$ cat src/rtl/fdb_pkg.sv
package fdb_pkg;
    localparam int WORD_W = 32;
    localparam int LANES  = WORD_W / 8;

    typedef enum logic [1:0] {
        KIND_NONE = 2'd0,
        KIND_POP  = 2'd1,
        KIND_STAT = 2'd2
    } kind_e;

    typedef struct packed {
        kind_e              kind;
        logic               avail;
        logic [LANES-1:0]   lanes;
    } req_t;

    localparam req_t REQ_IDLE = '{kind: KIND_NONE, avail: 1'b0, lanes: '0};

    function automatic logic [WORD_W-1:0] keep_lanes(input logic [LANES-1:0] en,
                                                     input logic [WORD_W-1:0] w);
        logic [WORD_W-1:0] r;
        for (int i = 0; i < LANES; i++) begin
            r[8*i +: 8] = en[i] ? w[8*i +: 8] : 8'h00;
        end
        return r;
    endfunction
endpackage

$ cat src/rtl/fdb_decode.sv
module fdb_decode
    import fdb_pkg::*;
#(
    parameter int ADDR_W    = 2,
    parameter int POP_ADDR  = 0,
    parameter int STAT_ADDR = 1
) (
    input  logic              clk,
    input  logic              rst,
    input  logic              rd,
    input  logic [ADDR_W-1:0] addr,
    input  logic [LANES-1:0]  be,
    input  logic              empty,
    output logic              pop,
    output req_t              req_q
);
    logic hit_pop;
    logic hit_stat;
    req_t req_d;

    assign hit_pop  = rd && (addr == ADDR_W'(POP_ADDR));
    assign hit_stat = rd && (addr == ADDR_W'(STAT_ADDR));
    assign pop      = hit_pop && !empty && !rst;

    always_comb begin
        req_d       = REQ_IDLE;
        req_d.lanes = be;
        req_d.avail = !empty;
        if (hit_pop && !empty) begin
            req_d.kind = KIND_POP;
        end else if (hit_stat) begin
            req_d.kind = KIND_STAT;
        end
    end

    always_ff @(posedge clk) begin
        if (rst) begin
            req_q <= REQ_IDLE;
        end else begin
            req_q <= req_d;
        end
    end

    p_no_pop_in_reset_r10: assert property (@(posedge clk) rst |-> !pop);
    p_no_pop_when_empty_r4: assert property (@(posedge clk) disable iff (rst) empty |-> !pop);
    p_pop_needs_read_r5: assert property (@(posedge clk) disable iff (rst) pop |-> rd);
    p_other_addr_no_pop_r6: assert property (@(posedge clk) disable iff (rst)
        (rd && addr != ADDR_W'(POP_ADDR)) |-> !pop);
endmodule

$ cat src/rtl/fdb_delay.sv
module fdb_delay
    import fdb_pkg::*;
#(
    parameter int DEPTH = 1
) (
    input  logic clk,
    input  logic rst,
    input  req_t in_req,
    output req_t out_req
);
    generate
        if (DEPTH == 0) begin : g_pass
            assign out_req = in_req;
        end else begin : g_pipe
            req_t stage [DEPTH];
            always_ff @(posedge clk) begin
                if (rst) begin
                    for (int i = 0; i < DEPTH; i++) stage[i] <= REQ_IDLE;
                end else begin
                    stage[0] <= in_req;
                    for (int i = 1; i < DEPTH; i++) stage[i] <= stage[i-1];
                end
            end
            assign out_req = stage[DEPTH-1];
        end
    endgenerate
endmodule

$ cat src/rtl/fdb_format.sv
module fdb_format
    import fdb_pkg::*;
#(
    parameter bit OUT_REG = 1'b0
) (
    input  logic              clk,
    input  logic              rst,
    input  req_t              req,
    input  logic [WORD_W-1:0] fifo_word,
    output logic [WORD_W-1:0] rdata
);
    logic [WORD_W-1:0] sel;

    always_comb begin
        unique case (req.kind)
            KIND_POP:  sel = keep_lanes(req.lanes, fifo_word);
            KIND_STAT: sel = keep_lanes(req.lanes, {{(WORD_W-1){1'b0}}, req.avail});
            default:   sel = '0;
        endcase
    end

    generate
        if (OUT_REG) begin : g_reg
            logic [WORD_W-1:0] hold;
            always_ff @(posedge clk) begin
                if (rst) hold <= '0;
                else     hold <= sel;
            end
            assign rdata = hold;
        end else begin : g_comb
            assign rdata = sel;
        end
    endgenerate
endmodule

$ cat src/rtl/fifo_drain_bridge.sv
module fifo_drain_bridge
    import fdb_pkg::*;
#(
    parameter int ADDR_W   = 2,
    parameter int FIFO_LAT = 1,
    parameter bit OUT_REG  = 1'b0
) (
    input  logic              clk,
    input  logic              rst,
    input  logic              bus_rd,
    input  logic [ADDR_W-1:0] bus_addr,
    input  logic [3:0]        bus_be,
    output logic [31:0]       bus_rdata,
    output logic              fifo_pop,
    input  logic [31:0]       fifo_data,
    input  logic              fifo_empty
);
    localparam int RD_LAT    = FIFO_LAT + (OUT_REG ? 1 : 0);
    localparam int EXTRA_DLY = FIFO_LAT - 1;

    req_t req_first;
    req_t req_slot;

    fdb_decode #(.ADDR_W(ADDR_W), .POP_ADDR(0), .STAT_ADDR(1)) u_decode (
        .clk   (clk),
        .rst   (rst),
        .rd    (bus_rd),
        .addr  (bus_addr),
        .be    (bus_be),
        .empty (fifo_empty),
        .pop   (fifo_pop),
        .req_q (req_first)
    );

    fdb_delay #(.DEPTH(EXTRA_DLY)) u_delay (
        .clk     (clk),
        .rst     (rst),
        .in_req  (req_first),
        .out_req (req_slot)
    );

    fdb_format #(.OUT_REG(OUT_REG)) u_format (
        .clk       (clk),
        .rst       (rst),
        .req       (req_slot),
        .fifo_word (fifo_data),
        .rdata     (bus_rdata)
    );

    logic [2:0] since_rst;
    always_ff @(posedge clk) begin
        if (rst)                 since_rst <= '0;
        else if (since_rst != 3'd7) since_rst <= since_rst + 3'd1;
    end

    p_idle_slot_zero_r8: assert property (@(posedge clk) disable iff (rst)
        (since_rst > 3'(RD_LAT) && !$past(bus_rd, RD_LAT)) |-> bus_rdata == '0);

    generate
        if (OUT_REG) begin : g_chk_reg
            p_pop_word_r1: assert property (@(posedge clk) disable iff (rst)
                (since_rst > 3'(RD_LAT) && $past(fifo_pop, RD_LAT) && $past(bus_be, RD_LAT) == 4'hF)
                |-> bus_rdata == $past(fifo_data));
        end else begin : g_chk_comb
            p_pop_word_r1: assert property (@(posedge clk) disable iff (rst)
                (since_rst > 3'(RD_LAT) && $past(fifo_pop, RD_LAT) && $past(bus_be, RD_LAT) == 4'hF)
                |-> bus_rdata == fifo_data);
        end
    endgenerate
endmodule

$ cat config.mk
export PLATFORM = sky130hd
export DESIGN_NAME = fifo_drain_bridge
export DESIGN_NICKNAME = d
export VERILOG_FILES = /design/src/rtl/fdb_pkg.sv /design/src/rtl/fdb_decode.sv /design/src/rtl/fdb_delay.sv /design/src/rtl/fdb_format.sv /design/src/rtl/fifo_drain_bridge.sv
export SDC_FILE = /design/constraint.sdc
export NUM_CORES = 1
export LEC_CHECK = 0
export BUFFER_PORTS_ARGS = -buffer_cell sky130_fd_sc_hd__buf_2
export CORE_ASPECT_RATIO = 1.1
export CORE_MARGIN = 10
export CORE_UTILIZATION = 25
export DETAILED_ROUTE_END_ITERATION = 12
export GPL_TIMING_DRIVEN = 0
export PLACE_DENSITY = 0.72
export SLEW_MARGIN = 20
export SYNTH_ARGS = -nofsm -noshare
export SYNTH_HDL_FRONTEND = slang
export SYNTH_SLANG_ARGS = --single-unit
$ cat constraint.sdc
create_clock -name clk -period 1.1 [get_ports clk]
set_input_delay 0.165 -clock clk [delete_from_list [all_inputs] [get_ports clk]]
set_output_delay 0.165 -clock clk [all_outputs]
set_load 0.02 [all_outputs]
Yosys cells after proc, flatten, opt, wreduce, memory -nomap -nowiden
Cells that the tools add are included.
{ "op_classes": {"n_eq_ne": 3, "n_mux": 8, "n_reduce_logical": 8} }
{ "op_table": {"columns": ["operator", "count"], "rows": [
  ["case mux 32 bit (2 select lines)", 1],
  ["2-to-1 mux 8 bit", 4],
  ["equality test 2 x 1 -> 1 bit (second input constant)", 2],
  ["logical AND 1 bit", 4],
  ["equality test 2 bit (second input constant)", 1],
  ["zero test 1 bit", 2],
  ["zero test 2 bit", 1],
  ["2-to-1 mux 1 bit", 2],
  ["2-to-1 mux 2 bit", 1],
  ["OR reduction 2 bit", 1]
]} }
{ "totals": {"register_bits": 7, "out_inout_bits": 33} }

Depth between registers and ports, before layout
Gate-level depths: netlist of the first run.
{ "logic_depth": {"depth_word": 4, "depth_mapped": 4} }

Hierarchy
From an unflattened synthesis of the first run, not the netlist that was laid out.
{ "hier_totals": {"hier_cells": 65, "hier_area_um2": 553.0} }
{ "modules_own_cells": {"columns": ["module", "n_inst", "cells_per_inst", "area_per_inst_um2", "seq_area_each_um2"], "rows": [
  ["fdb_format", 1, 42, 287.8, 0.0],
  ["fdb_decode", 1, 16, 212.7, 140.1],
  ["fdb_delay", 1, 7, 52.6, 0.0]
]} }

Least setup slack after synthesis of the first run
Ideal clock, no wire load.
{ "synth_timing": {"path_kind": "reg2out", "from": "reg u_decode.req_q[5] (netlist bit)", "to": "out bus_rdata[0]", "arrival_time_ns": 1.224, "path_slack_ns": -0.289, "stages_incl_launch_ff": 4, "cell_sequence": "dfxtp_1 inv_1 ha_1 nor3b_1"} }
{ "synth_via": {"elab_chain_cells": 2, "elab_cells_between_ends": 3, "classes_between": "2 x eq/ne; 1 x mux"} }
{ "synth_lines": {"columns": ["item", "line_no", "text"], "rows": [
  ["from (decl)", "fdb_decode.sv:15", "output req_t req_q"],
  ["from (signal assigned)", "fdb_decode.sv:40", "req_q <= req_d;"],
  ["equality test 2 bit or equality test 2 x 1 -> 1 bit (tied branches)", "fdb_format.sv:15", "unique case (req.kind)"],
  ["case mux 32 bit (2 select lines) (*)", "fdb_format.sv:15", null],
  ["to (decl)", "fifo_drain_bridge.sv:13", "output logic [31:0] bus_rdata,"]
]} }
Every way passes the cells marked *; elsewhere a longest branch is shown, timed or not.

Final worst setup path of the first run
{ "layout_timing": {"from": "reg u_decode.req_q[5] (netlist bit)", "to": "out bus_rdata[14]"} }
The elaborated chain is that of the path after synthesis.

==> impl_metrics.env, run 1 <==
export IMPL_cts_tree="built"
export IMPL_synthAdderAreaFrac_pct=5.102
export IMPL_ys_warn_count=0
export IMPL_drive_gt1_share_pct=87.59
export IMPL_intPower_uw=471.5
export IMPL_cts_sinks=7
export IMPL_vias=706
export IMPL_placed_cell_area_sq_um=1001
export IMPL_cts_buffers=3
export IMPL_syn_num_nets=102
export IMPL_seq_area_sq_um=142.6
export IMPL_synthXorXnorAreaFrac_pct=0
export IMPL_grt_max_degree=9
export IMPL_violations="setup timing"
export IMPL_fin_ws_ps=-499.4
export IMPL_yosysMostFrequentCell="and2_1"
export IMPL_hold_viol_final=0
export IMPL_cp_arrival_ps=1430
export IMPL_rsz0062_at_grt="yes"
export IMPL_multi_input_area_sq_um=449.2
export IMPL_postSynthAreaPerCell_sq_um=8.456
export IMPL_fin_cells=164
export IMPL_htreeDepth=1
export IMPL_drc_errors=0
export IMPL_swShare_pct=22.08
export IMPL_diodes=0
export IMPL_worstSetupPathType="reg2out"
export IMPL_pwr_share_clk_pct=37.3
export IMPL_place_inst=159
export IMPL_synth_top_cells_by_count="and2_1 (26), dfxtp_1 (7), and3_2 (4), and3b_2 (4), nor2b_1 (4)"
export IMPL_async_reset_ff_share_pct=0
export IMPL_drtIter0Drc=6
export IMPL_fmax_ghz=0.6252
export IMPL_synth_cell_types=14
export IMPL_grt_pass1_wl_um=3760
export IMPL_tightest_slew_ps=211.6
export IMPL_cap_violations=0
export IMPL_antenna_found_initial=0
export IMPL_seq_area_frac_synth_pct=28.57
export IMPL_setup_viol=32
export IMPL_fin_hold_ws_ps=113.5
export IMPL_synth_cell_area_sq_um=490.5
export IMPL_synth_top_area_cell="and2_1"
export IMPL_regMostFlops="u_decode.req_q"
export IMPL_period_share_pct=145.4
export IMPL_post_drt_via_cell_ratio=4.305
export IMPL_cts_hold_fix_buffers=0
export IMPL_synthCells=58
export IMPL_grt_pass1_vias=843
export IMPL_slew_violations=0
export IMPL_clk_pin_slew_ps=50
export IMPL_start_kind="flop"
export IMPL_synth_simple_gate_area_share_pct=63.27
export IMPL_port_buffers=74
export IMPL_seqPwrFrac_pct=45.1
export IMPL_cp_end_kind="output port"
export IMPL_area_growth_pct=150.3
export IMPL_finish_utilization_pct=67.38
export IMPL_synth_edf_count=0
export IMPL_reg_largest_list="u_decode.req_q: 7 flops"
export IMPL_p_leak_nw=0.6445
export IMPL_ios=75
export IMPL_start_util_pct=26.92
export IMPL_gp_congestion=0.6964
export IMPL_row_count=16
export IMPL_status="complete, but fails checks"
export IMPL_clk_path_buf_depth=2
export IMPL_largest_reg_flops=7
export IMPL_ys_seq_elements=7
export IMPL_nets=182
export IMPL_core_sq_um=1822
export IMPL_fillerInstances=156
export IMPL_clockRootBuffer="clkbuf_4"
export IMPL_synth_top_family_by_area="simple AND/OR/NAND/NOR gates"
export IMPL_crit_fanout=7
export IMPL_first_pass_iters=2
export IMPL_muxShareOfSynthArea_pct=0
export IMPL_drt_total_wl_um=2491
export IMPL_grt_util_all_layers_pct=11.15
export IMPL_dieHeight_um=66.46
export IMPL_synth_compound_area_share_pct=1.531
export IMPL_p_per_area_nw_per_um2=493.0
export IMPL_holdCritPathClass="in2reg"
export IMPL_finalSetupTns_ps=-14970
export IMPL_slew_headroom_pct=85.77
export IMPL_die_w_um=62.23
export IMPL_synth_top_area_share_pct=33.16
export IMPL_power_switching_uw=133.6
export IMPL_ant_nets=0
export IMPL_final_cell_area_sq_um=1227
export IMPL_synthTopCellsByArea="and2_1 (33%), dfxtp_1 (29%), and3b_2 (8.2%)"
export IMPL_p_comb_share_pct=17.6
export IMPL_required_ps=940
export IMPL_wl_per_cell_um=15.19
export IMPL_ys_flop_type="dfxtp_1"
export IMPL_min_period_ps=1599
export IMPL_die_area_sq_um=4135
export IMPL_hpwl_um=2099
export IMPL_grt_ovfl_total=0
export IMPL_peakVddDrop_mv=0.5412
==> stage by stage <==
| stage | power, mW | setup WS, ps |
|---|---|---|
| after floorplan | 0.2968 | -89.52 |
| after global placement | 0.3749 | -246.5 |
| after detailed placement | 0.3804 | -259.3 |
| after CTS | 0.6200 | -520.4 |
| after global routing | 0.6364 | -553.6 |
| final | 0.6051 | -499.4 |
==> area by class of cell <==
type / instances / area share (%)
inverter: 2 / 0.6116
tap: 27 / 2.752
sequential: 7 / 11.62
multi-input combinational: 49 / 36.60
clock buffer: 4 / 2.141
timing repair buffer: 75 / 46.28
==> critical path, stage by stage (launching register included) <==
cell and delay, ps:
dfxtp_2 330, inv_2 40, ha_4 270, and3b_2 250, and2_4 170, buf_6 120
==> what timing repair did <==
item                                    CTS  global route
pin swaps                                 4             6
buffers inserted                          1             0
endpoints found under the setup margin   32            32
resized for setup                        62             0
==> metal layers <==
metal / vias to the layer above / GRT usage [%] / share of wire (%)
met4: 0 / 5.429 / 1.1
met1: 324 / 8.192 / 31
li1: 350 / - / -
met2: 30 / 25.38 / 63
met3: 2 / 2.676 / 5.3
met5: - / 0 / 0
==> cell families (layout without fill, tap and decap cells) <==
kind of cell             Yosys count  in the layout
AND/OR/NAND/NOR                   46             46
AO/OA/AOI/OAI                      1              1
flip-flops                         7              7
adder cells (fa/ha/maj)            2              2
buffers and inverters              2             81
==> cell usage in the layout, fill, tap and decap left out, types with 2 or more instances in the layout <==
cell,count
and3b_2,4
dfxtp_1,5
buf_4,2
and2_4,26
buf_2,43
and3_4,4
nor2b_1,4
dfxtp_2,2
buf_6,30
clkbuf_4,3
==> power groups by stage <==
stage / registers [mW] / clock network, mW / logic (mW)
2_1_floorplan: 0.275 / 0 / 0.0215
3_3_place_gp: 0.277 / 0 / 0.0977
3_5_place_dp: 0.278 / 0 / 0.102
4_1_cts: 0.273 / 0.241 / 0.106
5_1_grt: 0.274 / 0.246 / 0.116
6_report: 0.273 / 0.226 / 0.106
==> path summary, 6_finish.rpt <==
path                                    startpoint                            to  slack [ps]  depth (start not counted)
worst min-delay path                   bus_addr[0]  u_decode.req_q[5]$_SDFF_PP0_         110                          2
worst max-delay path  u_decode.req_q[5]$_SDFF_PP0_                 bus_rdata[14]        -500                          5
No activity file was read; power rests on OpenSTA's default activity.
==> inputs of run 2 (changes only) <==
CORE_ASPECT_RATIO = default   (was 1.1)
CORE_UTILIZATION = 27   (was 25)
PLACE_DENSITY = 0.73   (was 0.72)
SYNTH_HIERARCHICAL = 1   (was default)
==> impl_metrics.env, run 2 <==
export IMPL_postSynthAreaPerCell_sq_um=8.508
export IMPL_grt_max_degree=9
export IMPL_drt_total_wl_um=2754
export IMPL_slew_violations=0
export IMPL_die_w_um=65.26
export IMPL_p_leak_nw=0.6880
export IMPL_finalPower_uw=616.9
export IMPL_gp_congestion=0.8097
export IMPL_required_ps=940
export IMPL_first_pass_iters=2
export IMPL_ys_warn_count=6
export IMPL_syn_num_nets=109
export IMPL_ios=75
export IMPL_synth_top_cells_by_count="and2_1 (27), buf_4 (7), dfxtp_1 (7)"
export IMPL_crit_fanout=7
export IMPL_grt_pass1_wl_um=3864
export IMPL_setup_viol=32
export IMPL_async_reset_ff_share_pct=0
export IMPL_pre_cts_slack_ps=-369.3
export IMPL_slew_headroom_pct=86.16
export IMPL_ys_flop_type="dfxtp_1"
export IMPL_fin_cells=170
export IMPL_clockRootBuffer="clkbuf_4"
export IMPL_grt_ovfl_total=0
export IMPL_worstSetupPathType="reg2out"
export IMPL_fin_ws_ps=-521.8
export IMPL_seq_area_sq_um=145.1
export IMPL_vias=715
export IMPL_cp_end_kind="output port"
export IMPL_hpwl_um=2220
export IMPL_ys_seq_elements=7
export IMPL_antenna_found_initial=0
export IMPL_rsz0062_at_grt="yes"
export IMPL_fmax_ghz=0.6166
export IMPL_violations="setup timing"
export IMPL_cts_tree="built"
export IMPL_min_period_ps=1622
export IMPL_multi_input_area_sq_um=469.2
export IMPL_synth_top_area_share_pct=30.54
export IMPL_clk_pin_slew_ps=50
export IMPL_row_count=16
export IMPL_synthCells=65
export IMPL_tightest_slew_ps=205.7
export IMPL_mostFrequentLayoutCells="buf_2 (45), buf_6 (28), and2_4 (27)"
export IMPL_status="complete, but fails checks"
export IMPL_p_per_area_nw_per_um2=481.1
export IMPL_final_common_cell="buf_2"
export IMPL_synth_edf_count=0
export IMPL_hold_viol_final=0
export IMPL_synth_top_area_cell="and2_1"
export IMPL_seq_area_frac_synth_pct=25.34
export IMPL_fin_hold_ws_ps=99.36
export IMPL_cp_arrival_ps=1460
export IMPL_grt_pass1_vias=761
export IMPL_port_buffers=74
export IMPL_holdCritPathClass="in2reg"
export IMPL_synth_cell_types=14
export IMPL_regMostFlops="u_decode/req_q"
export IMPL_reg_largest_list="u_decode/req_q: 7 flops"
export IMPL_cts_sinks=7
export IMPL_area_growth_pct=131.9
export IMPL_drtIter0Drc=33
export IMPL_peakVddDrop_mv=0.5303
export IMPL_synth_cell_area_sq_um=553.0
export IMPL_synthTopCellsByArea="and2_1 (31%), dfxtp_1 (25%), buf_4 (9.5%)"
export IMPL_finish_utilization_pct=65.37
export IMPL_fillerInstances=141
export IMPL_wl_per_cell_um=16.20
export IMPL_ant_nets=0
export IMPL_start_kind="flop"
export IMPL_nets=188
export IMPL_largest_reg_flops=7
export IMPL_yosysMostFrequentCell="and2_1"
export IMPL_diodes=0
export IMPL_place_inst=166
export IMPL_start_util_pct=28.19
export IMPL_clk_path_buf_depth=2
export IMPL_die_area_sq_um=4258
export IMPL_drive_gt1_share_pct=91.61
export IMPL_period_share_pct=147.4
export IMPL_cap_violations=0
export IMPL_dieHeight_um=65.26
export IMPL_cts_buffers=3
export IMPL_core_sq_um=1962
export IMPL_drc_errors=0
export IMPL_grt_util_all_layers_pct=11.34
export IMPL_post_drt_via_cell_ratio=4.206
export IMPL_htreeDepth=1
==> run 2: cell count changes after synthesis, sizes merged <==
cell	change
buf	+7
and2	+1
and2b	+3
nor2b	-3
and3	-1
==> run 2: critical path, cell delays in order, from the launching register on <==
cell and delay [ps]:
dfxtp_4 340, inv_2 40, ha_4 280, and3b_2 260, and2_4 170, buf_6 120
==> run 2: path summary, 6_finish.rpt <==
check,from,to,slack (ps),cells after the start
max,u_decode/req_q[5]$_SDFF_PP0_,bus_rdata[8],-520,5
min,bus_addr[0],u_decode/req_q[5]$_SDFF_PP0_,100,2
==> run 2: metal layers <==
metal  vias up  routed length [um]  global-route usage (%)
li1        360                   -                       -
met1       299                1084                   11.75
met2        56                1273                   19.39
met3         0                 396                   6.610
met4         0                   0                   2.406
met5         -                   0                       0
==> run 2: cell families (layout without fill, tap and decap cells) <==
kind of cell | after synthesis | count (layout) | share of synthesized area [%]
simple gates | 46 | 46 | 57.92
buf+inv | 9 | 87 | 10.86
flops | 7 | 7 | 25.34
fa+ha+maj | 2 | 2 | 4.524
compound gates | 1 | 1 | 1.358
==> run 2: timing repair <==
| action | in CTS | in global routing |
|---|---|---|
| endpoints found under the setup margin | 32 | 32 |
| pin swaps | 5 | 6 |
| buffers inserted | 1 | 1 |
| resized for setup | 59 | 5 |
| hold buffers | 0 | 0 |
==> run 2: through the flow <==
step	setup TNS, ps	area, sq um
finish	-15400	1282
global placement	-9888	1054
detailed placement	-11100	1054
global route	-17190	1282
CTS	-15920	1251
floorplan	-5211	649.4
==> run 2: power breakdown <==
| part | internal, mW | switching [mW] |
|---|---|---|
| clock | 0.138 | 0.0835 |
| sequential | 0.264 | 0.00384 |
| combinational | 0.0844 | 0.0436 |
| total | 0.486 | 0.131 |
==> run 2: final cells by class <==
type                            instances  area share, %
Tap cell                               27          2.634
Timing Repair Buffer                   76          43.90
Inverter                                2         0.5854
Buffer                                  5          2.927
Sequential cell                         7          11.32
Multi-Input combinational cell         49          36.59
Clock buffer                            4          2.049
